==> src/rtl/ts_fmt_pkg.sv <==
package ts_fmt_pkg;
  localparam int BYTE_W = 8;

  // one byte on its way to an output driver, already marked
  typedef struct packed {
    logic [BYTE_W-1:0] data;
    logic              sync;
    logic              uncor;
  } ts_beat_t;
endpackage

==> src/rtl/ts_fmt_mark.sv <==
module ts_fmt_mark
  import ts_fmt_pkg::*;
#(
  parameter int PKT_BYTES = 188,
  parameter int TEI_IDX   = 1
) (
  input  logic              clk,
  input  logic              rst,
  input  logic              fire,
  input  logic [BYTE_W-1:0] in_data,
  input  logic              in_sop,
  input  logic              in_uncor,
  input  logic              tei_off,
  output ts_beat_t          beat
);
  localparam int IW = $clog2(PKT_BYTES);
  localparam logic [IW-1:0] LAST = IW'(PKT_BYTES - 1);
  localparam logic [IW-1:0] MARK = IW'(TEI_IDX);

  logic [IW-1:0] idx_q;
  logic          unc_q;
  logic [IW-1:0] idx_now;
  logic          unc_now;
  logic          mark_now;

  // position and flag of the byte being offered now
  always_comb begin
    if (in_sop) begin
      idx_now = '0;
      unc_now = in_uncor;
    end else begin
      idx_now = (idx_q == LAST) ? LAST : idx_q + 1'b1;
      unc_now = unc_q;
    end
    mark_now = unc_now && !tei_off && (idx_now == MARK);
    beat.data  = in_data | {mark_now, {(BYTE_W-1){1'b0}}};
    beat.sync  = in_sop;
    beat.uncor = unc_now;
  end

  // idle at the saturated index so nothing is marked before a first sync
  always_ff @(posedge clk) begin
    if (rst) begin
      idx_q <= LAST;
      unc_q <= 1'b0;
    end else if (fire) begin
      idx_q <= idx_now;
      unc_q <= unc_now;
    end
  end

  p_idx_range_r10: assert property (@(posedge clk) disable iff (rst)
    idx_q <= LAST);

  p_flag_latch_r5: assert property (@(posedge clk) disable iff (rst)
    fire && in_sop |=> unc_q == $past(in_uncor));

  p_no_mark_r7: assert property (@(posedge clk) disable iff (rst)
    fire && tei_off |-> beat.data == in_data);
endmodule

==> src/rtl/ts_fmt_par.sv <==
module ts_fmt_par
  import ts_fmt_pkg::*;
(
  input  logic              clk,
  input  logic              rst,
  input  logic              fire,
  input  ts_beat_t          beat,
  output logic [BYTE_W-1:0] data_o,
  output logic              den_o,
  output logic              ce_o,
  output logic              psync_o,
  output logic              uncor_o
);
  always_ff @(posedge clk) begin
    if (rst) begin
      data_o  <= '0;
      den_o   <= 1'b0;
      ce_o    <= 1'b0;
      psync_o <= 1'b0;
      uncor_o <= 1'b0;
    end else begin
      den_o   <= fire;
      ce_o    <= fire;
      psync_o <= fire && beat.sync;
      uncor_o <= fire && beat.uncor;
      if (fire) data_o <= beat.data;
    end
  end

  p_par_ce_den_r2: assert property (@(posedge clk) disable iff (rst)
    den_o |-> ce_o);

  p_par_sync_r3: assert property (@(posedge clk) disable iff (rst)
    psync_o |-> $past(fire) && den_o);
endmodule

==> src/rtl/ts_fmt_ser.sv <==
module ts_fmt_ser
  import ts_fmt_pkg::*;
#(
  parameter int SER_DIV = 2
) (
  input  logic     clk,
  input  logic     rst,
  input  logic     fire,
  input  ts_beat_t beat,
  output logic     idle_o,
  output logic     bit_o,
  output logic     den_o,
  output logic     ce_o,
  output logic     psync_o,
  output logic     uncor_o
);
  localparam int BW = $clog2(BYTE_W);
  localparam int DW = (SER_DIV > 1) ? $clog2(SER_DIV) : 1;
  localparam logic [DW-1:0] DTOP = DW'(SER_DIV - 1);
  localparam logic [BW-1:0] BTOP = BW'(BYTE_W - 1);

  logic [BYTE_W-1:0] sh_q;
  logic [BW-1:0]     bcnt_q;
  logic [DW-1:0]     dcnt_q;

  assign idle_o = (bcnt_q == '0) && (dcnt_q == '0);

  always_ff @(posedge clk) begin
    if (rst) begin
      sh_q    <= '0;
      bcnt_q  <= '0;
      dcnt_q  <= '0;
      bit_o   <= 1'b0;
      den_o   <= 1'b0;
      ce_o    <= 1'b0;
      psync_o <= 1'b0;
      uncor_o <= 1'b0;
    end else if (fire) begin
      bit_o   <= beat.data[BYTE_W-1];
      sh_q    <= {beat.data[BYTE_W-2:0], 1'b0};
      bcnt_q  <= BTOP;
      dcnt_q  <= DTOP;
      den_o   <= 1'b1;
      ce_o    <= 1'b1;
      psync_o <= beat.sync;
      uncor_o <= beat.uncor;
    end else if (dcnt_q != '0) begin
      dcnt_q <= dcnt_q - 1'b1;
      ce_o   <= 1'b0;
    end else if (bcnt_q != '0) begin
      bit_o   <= sh_q[BYTE_W-1];
      sh_q    <= {sh_q[BYTE_W-2:0], 1'b0};
      bcnt_q  <= bcnt_q - 1'b1;
      dcnt_q  <= DTOP;
      ce_o    <= 1'b1;
      psync_o <= 1'b0;
    end else begin
      den_o   <= 1'b0;
      ce_o    <= 1'b0;
      psync_o <= 1'b0;
      uncor_o <= 1'b0;
    end
  end

  p_ser_hold_r8: assert property (@(posedge clk) disable iff (rst)
    den_o && !ce_o |-> bit_o == $past(bit_o));

  p_ser_load_idle_r9: assert property (@(posedge clk) disable iff (rst)
    fire |-> !den_o || (bcnt_q == '0 && dcnt_q == '0));
endmodule

==> src/rtl/ts_stream_fmt.sv <==
module ts_stream_fmt
  import ts_fmt_pkg::*;
#(
  parameter int PKT_BYTES = 188,
  parameter int SER_DIV   = 2
) (
  input  logic        clk,
  input  logic        rst,
  input  logic        ser_mode,
  input  logic        tei_off,
  input  logic        in_valid,
  output logic        in_ready,
  input  logic [7:0]  in_data,
  input  logic        in_sop,
  input  logic        in_uncor,
  output logic [7:0]  ts_data,
  output logic        ts_ce,
  output logic        ts_den,
  output logic        ts_psync,
  output logic        ts_uncor
);
  ts_beat_t          beat;
  logic              fire;
  logic              ser_idle;
  logic [BYTE_W-1:0] par_data;
  logic              par_den, par_ce, par_ps, par_un;
  logic              ser_bit, ser_den, ser_ce, ser_ps, ser_un;

  assign in_ready = ser_mode ? ser_idle : 1'b1;
  assign fire     = in_valid && in_ready;

  ts_fmt_mark #(.PKT_BYTES(PKT_BYTES), .TEI_IDX(1)) u_mark (
    .clk(clk), .rst(rst), .fire(fire), .in_data(in_data), .in_sop(in_sop),
    .in_uncor(in_uncor), .tei_off(tei_off), .beat(beat)
  );

  ts_fmt_par u_par (
    .clk(clk), .rst(rst), .fire(fire && !ser_mode), .beat(beat),
    .data_o(par_data), .den_o(par_den), .ce_o(par_ce),
    .psync_o(par_ps), .uncor_o(par_un)
  );

  ts_fmt_ser #(.SER_DIV(SER_DIV)) u_ser (
    .clk(clk), .rst(rst), .fire(fire && ser_mode), .beat(beat),
    .idle_o(ser_idle), .bit_o(ser_bit), .den_o(ser_den), .ce_o(ser_ce),
    .psync_o(ser_ps), .uncor_o(ser_un)
  );

  always_comb begin
    if (ser_mode) begin
      ts_data  = {{(BYTE_W-1){1'b0}}, ser_bit};
      ts_ce    = ser_ce;
      ts_den   = ser_den;
      ts_psync = ser_ps;
      ts_uncor = ser_un;
    end else begin
      ts_data  = par_data;
      ts_ce    = par_ce;
      ts_den   = par_den;
      ts_psync = par_ps;
      ts_uncor = par_un;
    end
  end

  p_psync_den_r3: assert property (@(posedge clk) disable iff (rst)
    ts_psync |-> ts_den);

  p_uncor_den_r5: assert property (@(posedge clk) disable iff (rst)
    ts_uncor |-> ts_den);

  p_ce_den_r8: assert property (@(posedge clk) disable iff (rst)
    ts_ce |-> ts_den);

  p_reset_quiet_r11: assert property (@(posedge clk)
    $past(rst) |-> !ts_den && !ts_ce && !ts_psync && !ts_uncor);
endmodule

==> config.mk <==
export PLATFORM = sky130hd
export DESIGN_NAME = ts_stream_fmt
export DESIGN_NICKNAME = d
export VERILOG_FILES = /design/src/rtl/ts_fmt_pkg.sv /design/src/rtl/ts_fmt_mark.sv /design/src/rtl/ts_fmt_par.sv /design/src/rtl/ts_fmt_ser.sv /design/src/rtl/ts_stream_fmt.sv
export SDC_FILE = /design/constraint.sdc
export NUM_CORES = 1
export LEC_CHECK = 0
export ABC_AREA = 1
export BUFFER_PORTS_ARGS = -buffer_cell sky130_fd_sc_hd__buf_2
export CAP_MARGIN = 20
export CELL_PAD_IN_SITES_DETAIL_PLACEMENT = 1
export CELL_PAD_IN_SITES_GLOBAL_PLACEMENT = 2
export CORE_ASPECT_RATIO = 0.9
export CORE_UTILIZATION = 30
export CTS_CLUSTER_SIZE = 25
export DETAILED_ROUTE_END_ITERATION = 7
export PLACE_DENSITY = 0.83
export SLEW_MARGIN = 10
export SYNTH_ARGS = -nofsm -noshare
export SYNTH_HDL_FRONTEND = slang
export SYNTH_HIERARCHICAL = 1
export SYNTH_SLANG_ARGS = --single-unit
==> constraint.sdc <==
create_clock -name clk -period 2.05 [get_ports clk]
set_clock_uncertainty 0.1 [all_clocks]
set_input_delay 0.3075 -clock clk [delete_from_list [all_inputs] [get_ports clk]]
set_output_delay 0.3075 -clock clk [all_outputs]
set_load 0.05 [all_outputs]
==> results.yml <==
cells_and_area:
  fin_area_mm2: 0.00228
  instances_no_fill: 415
  n_antenna_cell: 0
  synthToLayoutAreaGrowth_pct: 13.2
  layout.nets: 345
  fillers: 847
  layout.area.seq_um2: 702
  multiInputGateArea_um2: 978
  layout-drive-gt1-share: 0.207
logic_synthesis:
  synth_top_cell_area_share: 0.347
  yosysUniqueCellTypes: 27
  yosysMostFrequentCell: "nand2_1"
  netlist_top_cells_area: "dfxtp_1 35%, nand2_1 15%, inv_1 7.8%"
  async_reset_ff_frac: 0
  ys_ff_latch: 35
  syn_inst: 307
  synth_commonest_cells: "82 x nand2_1, 42 x inv_1, 42 x nor2_1"
  synth_warnings: 6
  synth-edff-count: 0
  postSynthAreaPerCell_um2: 6.57
  synth_top_flop_cell: "dfxtp_1"
  syn_area_mm2: 0.00202
  yosys.area.top_type: "dfxtp_1"
  synth_nets: 325
  ys_seq_area_frac: 0.347
placement:
  preCtsSetupSlack_ns: 0.121
  gp_congestion: 0.798
  hpwl_mm: 3.81
  io_buffers: 27
  placed_area_mm2: 0.00214
  dp.cells: 406
clock_tree:
  clkTransAtPathRegs_ns: 0.08
  clk_latency_ns: 0.28
  cts-root-buf: "clkbuf_8"
  h-tree-depth: 2
  clock-sinks: 35
  clockBufferDepth: 2
  cts_hold_buf: 0
  tritoncts: "yes"
  numCtsBuffers: 5
pwr:
  p_leak_nw: 1.12
  peakVddDrop_mv: 0.426
  power_density_mw_per_mm2: 1240
  power_mw: 2.84
worst_setup_path:
  worstSetupStartpointType: "flop"
  cp_data_arrival_time_ns: 1.50
  setup.worst_path.end_class: "output pin"
  crit_type: "flop to output pin"
  worstPathMaxFanout: 3
  cp_data_required_time_ns: 1.64
floorplanning:
  std_cell_rows: 27
  fp.dieW_um: 88.4
  die_y_um: 79.8
  dieArea_mm2: 0.00706
  core-area_mm2: 0.00632
  pin_count: 28
  initial_core_util: 0.319
detailed_routing:
  wirelength_mm: 5.12
  post_drt_wl_per_cell_um: 12.3
  via_per_inst: 4.51
  drtAntennaViolNets: 0
  drc: 0
  first_pass_iters: 4
  drtIter0Drc: 61
  via_count: 1871
hold_path:
  hp-class: "input pin to flop"
sta:
  min_period_ns: 1.91
  hold_viol: 0
  worst_slack_ns: 0.140
  final_max_slew_viol_count: 0
  setup_tns_ns: 0
  setup_violations: 0
  rsz0062_at_grt: "false"
  max_slew_margin: 0.698
  fmax_mhz: 523
  tightest_slew_ns: 0.453
  period_share: 0.932
status:
  status: "finished, final reports clean"
grt:
  grt_pass1_wl_mm: 8.53
  grt_usage: 0.157
  met3_usage: 0.0352
  gr-total-overflow: 0
  grt_pass1_vias: 1786
  antenna_found_initial: 0
  use_met1: 0.217
  groute.layer.met2.usage: 0.246
  grt_max_degree: 21
  top_usage_layer: "met2"
flow_run:
  max_cap_violations: 0
[per-stage QoR]
stage | hold WS [ns] | utilization
floorplan | 0.279 | -
global placement | 0.353 | 0.338
detailed placement | 0.358 | 0.338
CTS | 0.179 | 0.357
global route | 0.195 | 0.361
finish | 0.181 | 0.361
[placed cells by master, fill, tap and decap left out]
cell	n
a21oi_1	20
a21oi_2	2
buf_12	1
buf_2	26
buf_4	4
bufinv_16	1
clkbuf_8	6
clkinv_2	1
clkinvlp_4	2
dfxtp_1	34
dfxtp_2	1
ha_1	1
ha_2	2
inv_1	41
inv_2	5
inv_6	1
nand2_1	82
nand2_2	7
nand2_4	3
nand3_1	19
nand3_4	1
nand3b_1	1
nand4_1	4
nor2_1	42
nor2_2	2
nor2_4	2
o211ai_1	1
o21ai_0	12
o21ai_1	2
o21ai_2	1
xor2_1	1
[report_power, final]
part / total [mW] / internal [mW] / leakage, nW / switching (mW)
Combinational: 1.25 / 0.403 / 0.768 / 0.847
Sequential: 0.930 / 0.817 / 0.287 / 0.113
Clock: 0.656 / 0.394 / 0.0612 / 0.262
[sequential cells by signal (all words and copies together), names as in the netlist]
signal,flops
u_par/ce_o,1
u_par/data_o,8
u_ser/den_o,1
u_mark/idx_q,8
u_par/uncor_o,1
u_ser/bcnt_q,3
u_ser/dcnt_q,1
u_ser/uncor_o,1
u_mark/unc_q,1
u_ser/sh_q,7
u_ser/bit_o,1
u_par/psync_o,1
u_ser/psync_o,1
[layout make-up]
type,instances,share of cell area
Clock buffer,6,0.0362
Clock inverter,2,0.0153
Inverter,48,0.0827
Sequential cell,35,0.307
Timing Repair Buffer,31,0.0789
Timing Repair inverter,1,0.00329
Tap cell,87,0.0477
Multi-Input combinational cell,205,0.428
[worst paths after layout]
check	end	cells past startpoint	start	slack [ns]
setup / recovery	in_ready	7	u_ser/bcnt_q[1]$_SDFFE_PP0P_	0.14
hold / removal	u_ser/sh_q[1]$_SDFFE_PP0P_	3	in_data[0]	0.18
setup reg to reg	u_ser/bit_o$_SDFFE_PP0P_	13	u_mark/idx_q[1]$_SDFFE_PP1P_	0.19
hold reg to reg	u_ser/den_o$_SDFFE_PP0P_	2	u_ser/den_o$_SDFFE_PP0P_	0.37
[critical path, stage by stage, from the launching register on]
cell	delay [ns]
dfxtp_1	0.32
inv_1	0.09
ha_2	0.23
nand3_1	0.14
inv_1	0.11
inv_1	0.07
nand2_4	0.06
buf_4	0.20
[cells by family (layout without fill, tap and decap cells)]
logic type	Yosys count	in the layout	share of synthesized area
adders and majority gates	3	3	0.0186
xor gates and xnor gates	1	1	0.00434
buffers and inverters	67	88	0.172
and+or+nand+nor	163	163	0.356
DFF	35	35	0.347
AOI/OAI and AO/OA	38	38	0.101
[timing repair]
action / CTS / global route
buffers inserted: 0 / 0
resized for setup: 0 / 10
setup endpoints to repair: 0 / 20
endpoints found under the hold margin: 0 / 0
[metal layers]
metal / part of all wire / wire length [um] / vias up
li1: - / - / 971
met1: 0.52 / 2680 / 862
met2: 0.44 / 2230 / 33
met3: 0.031 / 159 / 5
met4: 0.0098 / 50 / 0
met5: 0 / 0 / -
(Power assumes the default switching activity.)
